===== config.mk =====
export PLATFORM = sky130hd
export DESIGN_NAME = prio_bus_arbiter
export DESIGN_NICKNAME = d
export VERILOG_FILES = /design/src/rtl/arb_pkg.sv /design/src/rtl/arb_cfg_regs.sv /design/src/rtl/arb_eff_prio.sv /design/src/rtl/arb_pick.sv /design/src/rtl/prio_bus_arbiter.sv
export SDC_FILE = /design/constraint.sdc
export NUM_CORES = 1
export LEC_CHECK = 0
export ABC_AREA = 0
export ABC_CLOCK_PERIOD_IN_PS = 9500
export CORE_UTILIZATION = 50
export DETAILED_ROUTE_END_ITERATION = 10
export DONT_BUFFER_PORTS = 1
export PLACE_DENSITY = 0.62
export SLEW_MARGIN = 5
export SYNTH_ARGS = -nofsm -noshare
export SYNTH_HDL_FRONTEND = slang
export SYNTH_HIERARCHICAL = 1
export SYNTH_SLANG_ARGS = --single-unit

===== constraint.sdc =====
create_clock -name clk -period 9.5 [get_ports clk]
set_input_delay 0.95 -clock clk [delete_from_list [all_inputs] [get_ports clk]]
set_output_delay 0.95 -clock clk [all_outputs]
set_load 0.05 [all_outputs]

===== src/rtl/arb_pkg.sv =====
// Shared constants and types for the priority bus arbiter.
package arb_pkg;
    localparam int NUM_MASTERS = 6;
    localparam int PRIO_W      = 2;
    localparam int ID_W        = 3;

    typedef logic [PRIO_W-1:0] prio_t;

    localparam prio_t PRIO_DEFAULT    = 2'b10;
    localparam prio_t PRIO_BRIDGE_RST = 2'b11;

    localparam int M_IFETCH = 0;
    localparam int M_DCACHE = 1;
    localparam int M_EXT    = 2;
    localparam int M_BRIDGE = 3;
    localparam int M_DESC   = 4;
    localparam int M_DMA    = 5;
endpackage


===== src/rtl/arb_cfg_regs.sv =====
// Configuration capture registers for all programmable priority fields.
// Assumes: load_i is a single-cycle or level strobe; fields are valid while it is high.
module arb_cfg_regs
    import arb_pkg::*;
#(
    parameter int DMA_CH = 4
) (
    input  logic                     clk,
    input  logic                     rst_n,
    input  logic                     load_i,
    input  prio_t                    ifetch_i,
    input  logic                     dcache_lo_i,
    input  prio_t                    ext_a_i,
    input  prio_t                    ext_b_i,
    input  prio_t                    bridge_i,
    input  prio_t                    desc_i,
    input  logic [DMA_CH*PRIO_W-1:0] dma_i,
    output prio_t                    ifetch_q,
    output logic                     dcache_lo_q,
    output prio_t                    ext_a_q,
    output prio_t                    ext_b_q,
    output prio_t                    bridge_q,
    output prio_t                    desc_q,
    output logic [DMA_CH*PRIO_W-1:0] dma_q
);
    localparam int DMA_BITS = DMA_CH * PRIO_W;

    // Capture every field on load; reset to the defined default priorities.
    always_ff @(posedge clk) begin
        if (!rst_n) begin
            ifetch_q    <= PRIO_DEFAULT;
            dcache_lo_q <= PRIO_DEFAULT[0];
            ext_a_q     <= PRIO_DEFAULT;
            ext_b_q     <= PRIO_DEFAULT;
            bridge_q    <= PRIO_BRIDGE_RST;
            desc_q      <= PRIO_DEFAULT;
            dma_q       <= {DMA_CH{PRIO_DEFAULT}};
        end else if (load_i) begin
            ifetch_q    <= ifetch_i;
            dcache_lo_q <= dcache_lo_i;
            ext_a_q     <= ext_a_i;
            ext_b_q     <= ext_b_i;
            bridge_q    <= bridge_i;
            desc_q      <= desc_i;
            dma_q       <= dma_i;
        end
    end

    // without a load strobe the captured priorities do not move.
    a_r3_no_load_stable: assert property (@(posedge clk) disable iff (!rst_n)
        !load_i |=> $stable({ifetch_q, dcache_lo_q, ext_a_q, ext_b_q, bridge_q, desc_q, dma_q}));

    // a load makes the registers equal to the presented fields.
    a_r3_load_captures: assert property (@(posedge clk) disable iff (!rst_n)
        load_i |=> (dma_q == $past(dma_i[DMA_BITS-1:0])) && (bridge_q == $past(bridge_i)));
endmodule


===== src/rtl/arb_eff_prio.sv =====
// Effective-priority resolution: applies the live data-cache bit, the
// external-master field select and the DMA channel maximum.
// Assumes: combinational only; inputs come from arb_cfg_regs and ports.
module arb_eff_prio
    import arb_pkg::*;
#(
    parameter int DMA_CH = 4
) (
    input  prio_t                         ifetch_q,
    input  logic                          dcache_lo_q,
    input  logic                          dcache_hi_i,
    input  prio_t                         ext_a_q,
    input  prio_t                         ext_b_q,
    input  logic                          ext_hold_sel_i,
    input  prio_t                         bridge_q,
    input  prio_t                         desc_q,
    input  logic [DMA_CH*PRIO_W-1:0]      dma_q,
    input  logic [DMA_CH-1:0]             dma_req_i,
    output logic [NUM_MASTERS*PRIO_W-1:0] eff_o,
    output logic                          dma_any_o
);
    prio_t dma_max;

    // Highest captured priority among requesting DMA channels.
    always_comb begin
        dma_max = '0;
        for (int c = 0; c < DMA_CH; c++) begin
            if (dma_req_i[c] && (dma_q[c*PRIO_W +: PRIO_W] > dma_max))
                dma_max = dma_q[c*PRIO_W +: PRIO_W];
        end
    end

    // Assemble the per-master effective priority vector.
    always_comb begin
        eff_o = '0;
        eff_o[M_IFETCH*PRIO_W +: PRIO_W] = ifetch_q;
        eff_o[M_DCACHE*PRIO_W +: PRIO_W] = {dcache_hi_i, dcache_lo_q};
        eff_o[M_EXT*PRIO_W    +: PRIO_W] = ext_hold_sel_i ? ext_b_q : ext_a_q;
        eff_o[M_BRIDGE*PRIO_W +: PRIO_W] = bridge_q;
        eff_o[M_DESC*PRIO_W   +: PRIO_W] = desc_q;
        eff_o[M_DMA*PRIO_W    +: PRIO_W] = dma_max;
    end

    assign dma_any_o = |dma_req_i;
endmodule


===== src/rtl/arb_pick.sv =====
// Winner selection: finds the top priority among requesters, then breaks
// ties by fixed rank or round-robin after the last granted ID.
// Assumes: tie_rank_i is a permutation of IDs 0..5; last_id_i is below 6.
module arb_pick
    import arb_pkg::*;
(
    input  logic [NUM_MASTERS-1:0]        req_i,
    input  logic [NUM_MASTERS*PRIO_W-1:0] eff_i,
    input  logic                          tie_mode_i,
    input  logic [NUM_MASTERS*ID_W-1:0]   tie_rank_i,
    input  logic [ID_W-1:0]               last_id_i,
    output logic                          win_valid_o,
    output logic [ID_W-1:0]               win_id_o
);
    prio_t                  top;
    logic [NUM_MASTERS-1:0] cand;

    // Find the highest priority among the active requesters.
    always_comb begin
        top = '0;
        for (int i = 0; i < NUM_MASTERS; i++) begin
            if (req_i[i] && (eff_i[i*PRIO_W +: PRIO_W] > top))
                top = eff_i[i*PRIO_W +: PRIO_W];
        end
    end

    // Mark requesters sitting at the top priority.
    always_comb begin
        for (int i = 0; i < NUM_MASTERS; i++)
            cand[i] = req_i[i] && (eff_i[i*PRIO_W +: PRIO_W] == top);
    end

    // Break the tie by fixed ranking or by rotating scan.
    always_comb begin
        logic [ID_W-1:0] id;
        logic            found;
        found    = 1'b0;
        win_id_o = '0;
        if (!tie_mode_i) begin
            for (int p = 0; p < NUM_MASTERS; p++) begin
                id = tie_rank_i[p*ID_W +: ID_W];
                if (!found && (int'(id) < NUM_MASTERS) && cand[id]) begin
                    found    = 1'b1;
                    win_id_o = id;
                end
            end
        end else begin
            for (int k = 1; k <= NUM_MASTERS; k++) begin
                id = ID_W'((int'(last_id_i) + k) % NUM_MASTERS);
                if (!found && cand[id]) begin
                    found    = 1'b1;
                    win_id_o = id;
                end
            end
        end
        win_valid_o = found;
    end
endmodule


===== src/rtl/prio_bus_arbiter.sv =====
// Top of the six-master programmable priority bus arbiter. Holds the
// registered one-hot grant and the round-robin pointer.
// Assumes: synchronous active-low reset; requests are held until granted.
module prio_bus_arbiter
    import arb_pkg::*;
#(
    parameter int DMA_CH = 4
) (
    input  logic                            clk,
    input  logic                            rst_n,
    input  logic                            cfg_load_i,
    input  logic [1:0]                      ifetch_prio_i,
    input  logic                            dcache_prio_lo_i,
    input  logic                            dcache_prio_hi_i,
    input  logic [1:0]                      ext_prio_a_i,
    input  logic [1:0]                      ext_prio_b_i,
    input  logic                            ext_hold_sel_i,
    input  logic [1:0]                      bridge_prio_i,
    input  logic [1:0]                      desc_prio_i,
    input  logic [DMA_CH*2-1:0]             dma_prio_i,
    input  logic                            tie_mode_i,
    input  logic [17:0]                     tie_rank_i,
    input  logic [4:0]                      req_i,
    input  logic [DMA_CH-1:0]               dma_req_i,
    output logic [5:0]                      gnt_o
);
    localparam logic [ID_W-1:0] LAST_RST = ID_W'(NUM_MASTERS - 1);

    prio_t                         ifetch_q, ext_a_q, ext_b_q, bridge_q, desc_q;
    logic                          dcache_lo_q;
    logic [DMA_CH*PRIO_W-1:0]      dma_q;
    logic [NUM_MASTERS*PRIO_W-1:0] eff;
    logic                          dma_any;
    logic [NUM_MASTERS-1:0]        req_vec;
    logic                          win_valid;
    logic [ID_W-1:0]               win_id;
    logic [NUM_MASTERS-1:0]        gnt_q;
    logic [ID_W-1:0]               last_q;
    logic                          holder_live;

    arb_cfg_regs #(.DMA_CH(DMA_CH)) u_cfg (
        .clk(clk), .rst_n(rst_n), .load_i(cfg_load_i),
        .ifetch_i(ifetch_prio_i), .dcache_lo_i(dcache_prio_lo_i),
        .ext_a_i(ext_prio_a_i), .ext_b_i(ext_prio_b_i),
        .bridge_i(bridge_prio_i), .desc_i(desc_prio_i), .dma_i(dma_prio_i),
        .ifetch_q(ifetch_q), .dcache_lo_q(dcache_lo_q),
        .ext_a_q(ext_a_q), .ext_b_q(ext_b_q),
        .bridge_q(bridge_q), .desc_q(desc_q), .dma_q(dma_q)
    );

    arb_eff_prio #(.DMA_CH(DMA_CH)) u_eff (
        .ifetch_q(ifetch_q), .dcache_lo_q(dcache_lo_q), .dcache_hi_i(dcache_prio_hi_i),
        .ext_a_q(ext_a_q), .ext_b_q(ext_b_q), .ext_hold_sel_i(ext_hold_sel_i),
        .bridge_q(bridge_q), .desc_q(desc_q), .dma_q(dma_q),
        .dma_req_i(dma_req_i), .eff_o(eff), .dma_any_o(dma_any)
    );

    assign req_vec = {dma_any, req_i};

    arb_pick u_pick (
        .req_i(req_vec), .eff_i(eff), .tie_mode_i(tie_mode_i),
        .tie_rank_i(tie_rank_i), .last_id_i(last_q),
        .win_valid_o(win_valid), .win_id_o(win_id)
    );

    assign holder_live = |(gnt_q & req_vec);

    // Keep the grant while its owner requests; otherwise issue the new winner.
    always_ff @(posedge clk) begin
        if (!rst_n) begin
            gnt_q  <= '0;
            last_q <= LAST_RST;
        end else if (!holder_live) begin
            gnt_q <= win_valid ? (NUM_MASTERS'(1) << win_id) : '0;
            if (win_valid)
                last_q <= win_id;
        end
    end

    assign gnt_o = gnt_q;

    // never more than one grant.
    a_r9_onehot: assert property (@(posedge clk) disable iff (!rst_n) $onehot0(gnt_q));

    // an owner that keeps requesting keeps the grant.
    a_r9_hold: assert property (@(posedge clk) disable iff (!rst_n)
        holder_live |=> (gnt_q == $past(gnt_q)));

    // a grant only goes to a master that requested in the prior cycle.
    a_r9_requested: assert property (@(posedge clk) disable iff (!rst_n)
        (gnt_q != '0) && !$stable(gnt_q) |-> ((gnt_q & $past(req_vec)) != '0));

    // no requests, no grant at the next edge.
    a_r10_idle: assert property (@(posedge clk) disable iff (!rst_n)
        (req_vec == '0) |=> (gnt_q == '0));

    // the pointer is frozen while the grant is held.
    a_r8_ptr_frozen: assert property (@(posedge clk) disable iff (!rst_n)
        holder_live |=> $stable(last_q));

    // the chosen winner is at least as high as every requester.
    for (genvar i = 0; i < NUM_MASTERS; i++) begin : g_top_check
        a_r1_winner_highest: assert property (@(posedge clk) disable iff (!rst_n)
            (win_valid && req_vec[i]) |->
            (eff[i*PRIO_W +: PRIO_W] <= eff[int'(win_id)*PRIO_W +: PRIO_W]));
    end

    // the DMA master priority is not below any requesting channel.
    for (genvar c = 0; c < DMA_CH; c++) begin : g_dma_check
        a_r6_dma_max: assert property (@(posedge clk) disable iff (!rst_n)
            dma_req_i[c] |-> (eff[M_DMA*PRIO_W +: PRIO_W] >= dma_q[c*PRIO_W +: PRIO_W]));
    end
endmodule


Word-level counts from Yosys, hierarchy flattened
Cells that the tools add are included.
{"block": "totals", "word_cells": 175, "input_bits": 52, "regBits": 28, "output_inout_bits": 6}
{"block": "classes", "reduce_logical": 45, "div": 6, "order_cmp": 28, "shift": 1, "n_addsub": 6, "bitwise_logic": 2, "mux": 72, "eq_ne": 6}
{"op": "$mod A32 B4 Y32 const B", "n": 6}
{"op": "$lt A3 B4 Y1 const B", "n": 12}
{"op": "$mux W3", "n": 13}
{"op": "$bmux W1 S3", "n": 12}
{"op": "$mux W1", "n": 35}
{"op": "$logic_and A1 B1 Y1", "n": 32}
{"op": "$mux W2", "n": 11}
{"op": "$lt A3 B3 Y1 const B", "n": 6}
{"op": "$gt A2 B2 Y1", "n": 8}
{"op": "$add A3 B3 Y4 const B", "n": 3}
{"op": "$eq A2 B2 Y1", "n": 6}
{"op": "$logic_not A1 Y1", "n": 10}
{"op": "$add A3 B2 Y4 const B", "n": 2}
{"op": "$and A6 B6 Y6", "n": 1}
{"op": "$mux W6", "n": 1}
{"op": "$reduce_or A6 Y1", "n": 1}
{"op": "$shl A1 B3 Y6 const A", "n": 1}
{"op": "$add A3 B1 Y4 const B", "n": 1}
{"op": "$gt A2 B1 Y1 const B", "n": 2}
{"op": "$reduce_or A4 Y1", "n": 1}
{"op": "$reduce_and A2 Y1", "n": 1}
{"op": "$not A1 Y1", "n": 1}

Longest topological paths before layout
{"block": "depth", "word_depth": 52, "ltp_mapped": 39, "ltp_nobuf": 37}

Hierarchy
Netlist, hierarchy kept.
{"module": "arb_pick", "n_inst": 1, "area_each_um2": 2713.9, "cells_each": 341, "seq_area_each_um2": 0.0}
{"module": "arb_cfg_regs", "n_inst": 1, "area_each_um2": 704.4, "cells_each": 61, "seq_area_each_um2": 380.4}
{"module": "prio_bus_arbiter", "n_inst": 1, "area_each_um2": 486.7, "cells_each": 47, "seq_area_each_um2": 180.2}
{"module": "arb_eff_prio", "n_inst": 1, "area_each_um2": 369.1, "cells_each": 48, "seq_area_each_um2": 0.0}

Least setup slack after synthesis
Ideal clock, no wire load.
{"block": "synth_timing", "path_type": "in2reg", "from": "input port dcache_prio_hi_i", "to": "register gnt_q[4], in the netlist gnt_o[4]", "setup_time_ns": 0.072, "required_time_ns": 9.428, "stages": 36, "arrival_ns": 8.769, "path_slack_ns": 0.660, "path_buffers": 1, "cell_sequence": "buf_4 -> ha_1 -> nor2b_4 -> o211ai_1 -> o21ai_0 -> ha_1 -> o211a_1 -> o2bb2ai_1 -> o32ai_4 -> or3_4 -> ha_1 -> nand4bb_1 -> nand2b_1 -> o211a_2 -> nor4_4 -> nor2_1 -> ha_1 -> a21boi_1 -> o21a_1 -> o21ai_0 -> ha_1 -> nor2b_1 -> o21ai_2 -> mux2i_2 -> a211oi_1 -> nand4bb_1 -> mux4_2 -> or3b_4 -> o211a_4 -> o31ai_4 -> nor4_2 -> nor2b_1 -> o31ai_1 -> nor2b_1 -> nand2_1 -> mux2i_1"}
{"block": "synth_via", "elab_chain_cells": 49, "word_cells_on_any_way": 115, "classes_between": "order compare: 5; eq/ne: 6; shift: 1; mux: 66; reduce/logical: 37"}
{"element": "start: declaration", "line_no": "prio_bus_arbiter.sv:14", "source": "input logic dcache_prio_hi_i,"}
{"element": "$gt A2 B2 Y1", "line_no": "arb_pick.sv:22", "source": "if (req_i[i] && (eff_i[i*PRIO_W +: PRIO_W] > top))"}
{"element": "$logic_and A1 B1 Y1", "line_no": "arb_pick.sv:22"}
{"element": "$mux W2", "line_no": "arb_pick.sv:22"}
{"element": "$gt A2 B2 Y1", "line_no": "arb_pick.sv:22"}
{"element": "$logic_and A1 B1 Y1", "line_no": "arb_pick.sv:22"}
{"element": "$mux W2", "line_no": "arb_pick.sv:22"}
{"element": "$gt A2 B2 Y1", "line_no": "arb_pick.sv:22"}
{"element": "$logic_and A1 B1 Y1", "line_no": "arb_pick.sv:22"}
{"element": "[... 33 more ...]"}
{"element": "$mux W1", "line_no": "arb_pick.sv:39", "source": "if (!tie_mode_i) begin"}
{"element": "$logic_not A1 Y1", "line_no": "arb_pick.sv:42", "source": "if (!found && (int'(id) < NUM_MASTERS) && cand[id]) begin"}
{"element": "$logic_and A1 B1 Y1 (2 in series)", "line_no": "arb_pick.sv:42"}
{"element": "$mux W3", "line_no": "arb_pick.sv:42"}
{"element": "$mux W3 *", "line_no": "arb_pick.sv:39"}
{"element": "net win_id[2]", "line_no": "prio_bus_arbiter.sv:36", "source": "logic [ID_W-1:0] win_id;"}
{"element": "$shl A1 B3 Y6 *", "line_no": "prio_bus_arbiter.sv:74", "source": "gnt_q <= win_valid ? (NUM_MASTERS'(1) << win_id) : '0;"}
{"element": "$mux W6 *", "line_no": "prio_bus_arbiter.sv:74"}
{"element": "end signal: assignment", "line_no": "prio_bus_arbiter.sv:74"}
{"element": "end: declaration", "line_no": "prio_bus_arbiter.sv:37", "source": "logic [NUM_MASTERS-1:0] gnt_q;"}
Mark *: on every way through the listed nets, which the timed path passes. The rest lies on a longest branch. The select of a mux whose other input is x is not followed.
A chain may end at the register's enable or synchronous reset.

Worst setup path after layout
{"block": "layout_timing", "from": "input port req_i[0]", "to": "register gnt_q[3], in the netlist gnt_o[3]"}
{"block": "layout_via", "elab_chain_cells": 51, "word_cells_on_any_way": 119, "classes_between": "order compare: 5; eq/ne: 6; shift: 1; mux: 67; bitwise: 1; reduce/logical: 39"}
{"element": "start: declaration", "line_no": "prio_bus_arbiter.sv:23", "source": "input logic [4:0] req_i,"}
{"element": "$logic_and A1 B1 Y1", "line_no": "arb_pick.sv:22"}
{"element": "$mux W2", "line_no": "arb_pick.sv:22"}
{"element": "$gt A2 B2 Y1", "line_no": "arb_pick.sv:22"}
{"element": "$logic_and A1 B1 Y1", "line_no": "arb_pick.sv:22"}
{"element": "$mux W2", "line_no": "arb_pick.sv:22"}
{"element": "$gt A2 B2 Y1", "line_no": "arb_pick.sv:22"}
{"element": "$logic_and A1 B1 Y1", "line_no": "arb_pick.sv:22"}
{"element": "$mux W2", "line_no": "arb_pick.sv:22"}
{"element": "[... 35 more ...]"}
{"element": "$mux W1", "line_no": "arb_pick.sv:39"}
{"element": "$logic_not A1 Y1", "line_no": "arb_pick.sv:42"}
{"element": "$logic_and A1 B1 Y1 (2 in series)", "line_no": "arb_pick.sv:42"}
{"element": "$mux W3", "line_no": "arb_pick.sv:42"}
{"element": "$mux W3 *", "line_no": "arb_pick.sv:39"}
{"element": "net win_id[2]", "line_no": "prio_bus_arbiter.sv:36"}
{"element": "$shl A1 B3 Y6 *", "line_no": "prio_bus_arbiter.sv:74"}
{"element": "$mux W6 *", "line_no": "prio_bus_arbiter.sv:74"}
Marked as above.

==> results.ini <==
[die]
die_area_sq_um=8920
num_rows=33
ios=58
start_util_pct=51.8
die_width_microns=94.5
die_h_microns=94.5
core_area_sq_um=8260

[global_routing]
grt-ovfl-total=0
grt_antenna_before_repair=0
grt.total_usage_pct=25.7
grt_pass1_wl_mm=18.4
grt_max_degree=34
grt_pass1_vias=3772

[worst_hold_path]
min_path_type=flip-flop to flip-flop

[routing]
first_pass_iters=6
vias=4000
drc=0
drtAntennaViolNets=0
drtIter0Drc=206
wire_per_inst_microns=19.5
via_per_inst=6.63
wl_mm=11.8

[timing]
slew_headroom_pct=57.9
fin_crit_ns=9.11
clock_skew_ns=0.0135
timing.fmax_mhz=110
slew_violations=0
hold_ws_ns=0.477
tightestPinTransition_ns=0.630
min_period_over_period_pct=95.9
setup_viol=0
hold_violations=0

[clocking]
cts_sinks=28
htreeDepth=1
cts_buffers=3
root_buffer=clkbuf_8
clk_pin_slew_ns=0.11
cts_tree=done
hold_buffers=0
clkLatencyLatePin_ns=0.29
cts_max_path_buffers=2

[place]
placedCellCount=593
place_hpwl_mm=9.07
io_buffers=0
gp_congestion=0.956

[finish]
fillers=795
synthToLayoutAreaGrowth_pct=7.55
diodes=0
layout.cells.non_filler=603
fin_nets=579
layout-drive-gt1-share_pct=19.3

[synth]
synth_ff_type=dfxtp_1
synth.area.top_cells=dfxtp_1 13%, mux2i_1 8.4%, ha_1 8.2%
synth_seq_cells=28
yosysUniqueCellTypes=108
synthCells=497
yosysSeqAreaShare_pct=13.1
synth_edf_count=0
syn_area_per_cell_sq_um=8.60
yosysWarnings=6
syn_nets=577
synthArstFlopShare_pct=0
synth_area_leader_cell=dfxtp_1
syn_area_sq_um=4270
synth_top_area_share_pct=13.1

[setup_path]
worst_path_max_delay_cell=mux4_2
start_kind=primary input
crit_type=primary input to flip-flop
r2r_slack_ns=0.58
critPathMaxStageDelay_ns=0.54
critPathMaxFanout=8
end_kind=flip-flop
crit_family=compound AO/OA/AOI/OAI gates
cp.required_ns=9.72
crit_top_cell=ha_1
path_buf_inv=2
cp.arrival_ns=9.33

[power]
p_leak_nw=1.79
peakVddDrop_v=0.000146
fin_total_pwr_mw=1.26
powerDensity_nw_per_um2=275

[run_status]
status=finished clean

[run]
drv_cap=0

## metrics by stage
step	setup TNS [ns]	setup WS (ns)	util (%)	instance area (sq um)
2_1_floorplan	0	0.660	-	4270
3_3_place_gp	0	0.105	52.7	4350
3_5_place_dp	-0.471	-0.155	52.7	4350
4_1_cts	0	0.111	53.6	4420
5_1_grt	-0.323	-0.0927	55.7	4600
6_report	0	0.392	55.7	4600
## where the power goes
group	leakage, nW	internal [mW]	switching (mW)
clock network	0.0357	0.0565	0.0413
registers	0.231	0.136	0.0620
logic	1.53	0.422	0.545
## flip-flops by register name, indices dropped and copies added (netlist names)
register and flops:
u_cfg/dma_q 8, gnt_o 6, last_q 3, u_cfg/bridge_q 2
u_cfg/desc_q 2, u_cfg/ext_a_q 2, u_cfg/ext_b_q 2, u_cfg/ifetch_q 2
u_cfg/dcache_lo_q 1
## final timing paths
kind                                         end  cells after the start              start
worst min-delay path            u_cfg/ext_b_q[1]                      2   u_cfg/ext_b_q[1]
worst max register to register          gnt_o[3]                     37  u_cfg/ifetch_q[1]
worst max-delay path                    gnt_o[3]                     38           req_i[0]
worst min register to register  u_cfg/ext_b_q[1]                      2   u_cfg/ext_b_q[1]
## timing repair
action	4_1_cts	5_1_grt
setup endpoints to repair	0	9
buffers inserted	0	6
hold endpoints to repair	0	0
gates resized for setup	0	24
## final cells by class
cell class / count / area, sq um / area share (%)
Multi-Input combinational cell: 427 / 3620 / 78.8
Sequential cell: 28 / 561 / 12.2
Tap cell: 105 / 131 / 2.86
Timing Repair Buffer: 17 / 128 / 2.78
Inverter: 22 / 82.6 / 1.80
Clock buffer: 3 / 41.3 / 0.898
Clock inverter: 1 / 30.0 / 0.653
## cells in the mapped netlist, drive strengths merged (4+ instances only)
library cell,number
nand2,48
mux2i,37
dfxtp,28
ha,28
nor2b,26
nor2,25
a21oi,21
inv,21
o21ai,18
buf,13
nor3,12
mux2,11
nand2b,10
o211ai,10
o31ai,10
a22oi,8
and3,8
a31oi,7
clkbuf,7
nand3,7
nor3b,7
o21a,7
a211oi,6
mux4,6
o2111ai,6
o211a,6
a21boi,5
and2,5
nor4,5
o32ai,5
xnor2,5
a32oi,4
nand3b,4
nand4b,4
or2,4
## cell families (layout without fill, tap and decap cells)
| kind of cell | Yosys count | in the layout | share of synthesized area [%] |
|---|---|---|---|
| AOI/OAI and AO/OA | 154 | 154 | 31.3 |
| DFF | 28 | 28 | 13.1 |
| muxes | 54 | 54 | 14.8 |
| and+or+nand+nor | 184 | 184 | 26.0 |
| adders and majority gates | 28 | 28 | 8.20 |
| buffers and inverters | 42 | 43 | 5.12 |
| xor gates and xnor gates | 7 | 7 | 1.43 |
## routing by layer
| layer | track usage (%) | wire (microns) | vias up |
|---|---|---|---|
| met3 | 4.67 | 688 | 20 |
| met5 | 0 | 0 | - |
| li1 | - | - | 1930 |
| met4 | 7.45 | 255 | 0 |
| met2 | 43.1 | 5540 | 139 |
| met1 | 33.5 | 5270 | 1911 |
## worst reg2reg max path: cells and delay by family (launching register included)
family	cells	cell delay (ns)
AOI/OAI and AO/OA	16	2.92
and+or+nand+nor	12	2.58
adders and majority gates	5	1.63
muxes	3	1.06
DFF	1	0.50
buffers and inverters	1	0.17
## layout by cell type, fill, tap and decap left out, drive strengths merged, types with 7 or more instances in the layout
cell type  instances
o21a               7
ha                28
nor3b              7
buf               17
nand2b            10
nand2             48
and3               8
dfxtp             28
nor2              25
a21oi             21
a22oi              8
nor3              12
mux2i             37
nor2b             26
o31ai             10
mux2              11
nand3              7
o211ai            10
o21ai             18
a31oi              7
inv               21
(Power assumes the default switching activity.)
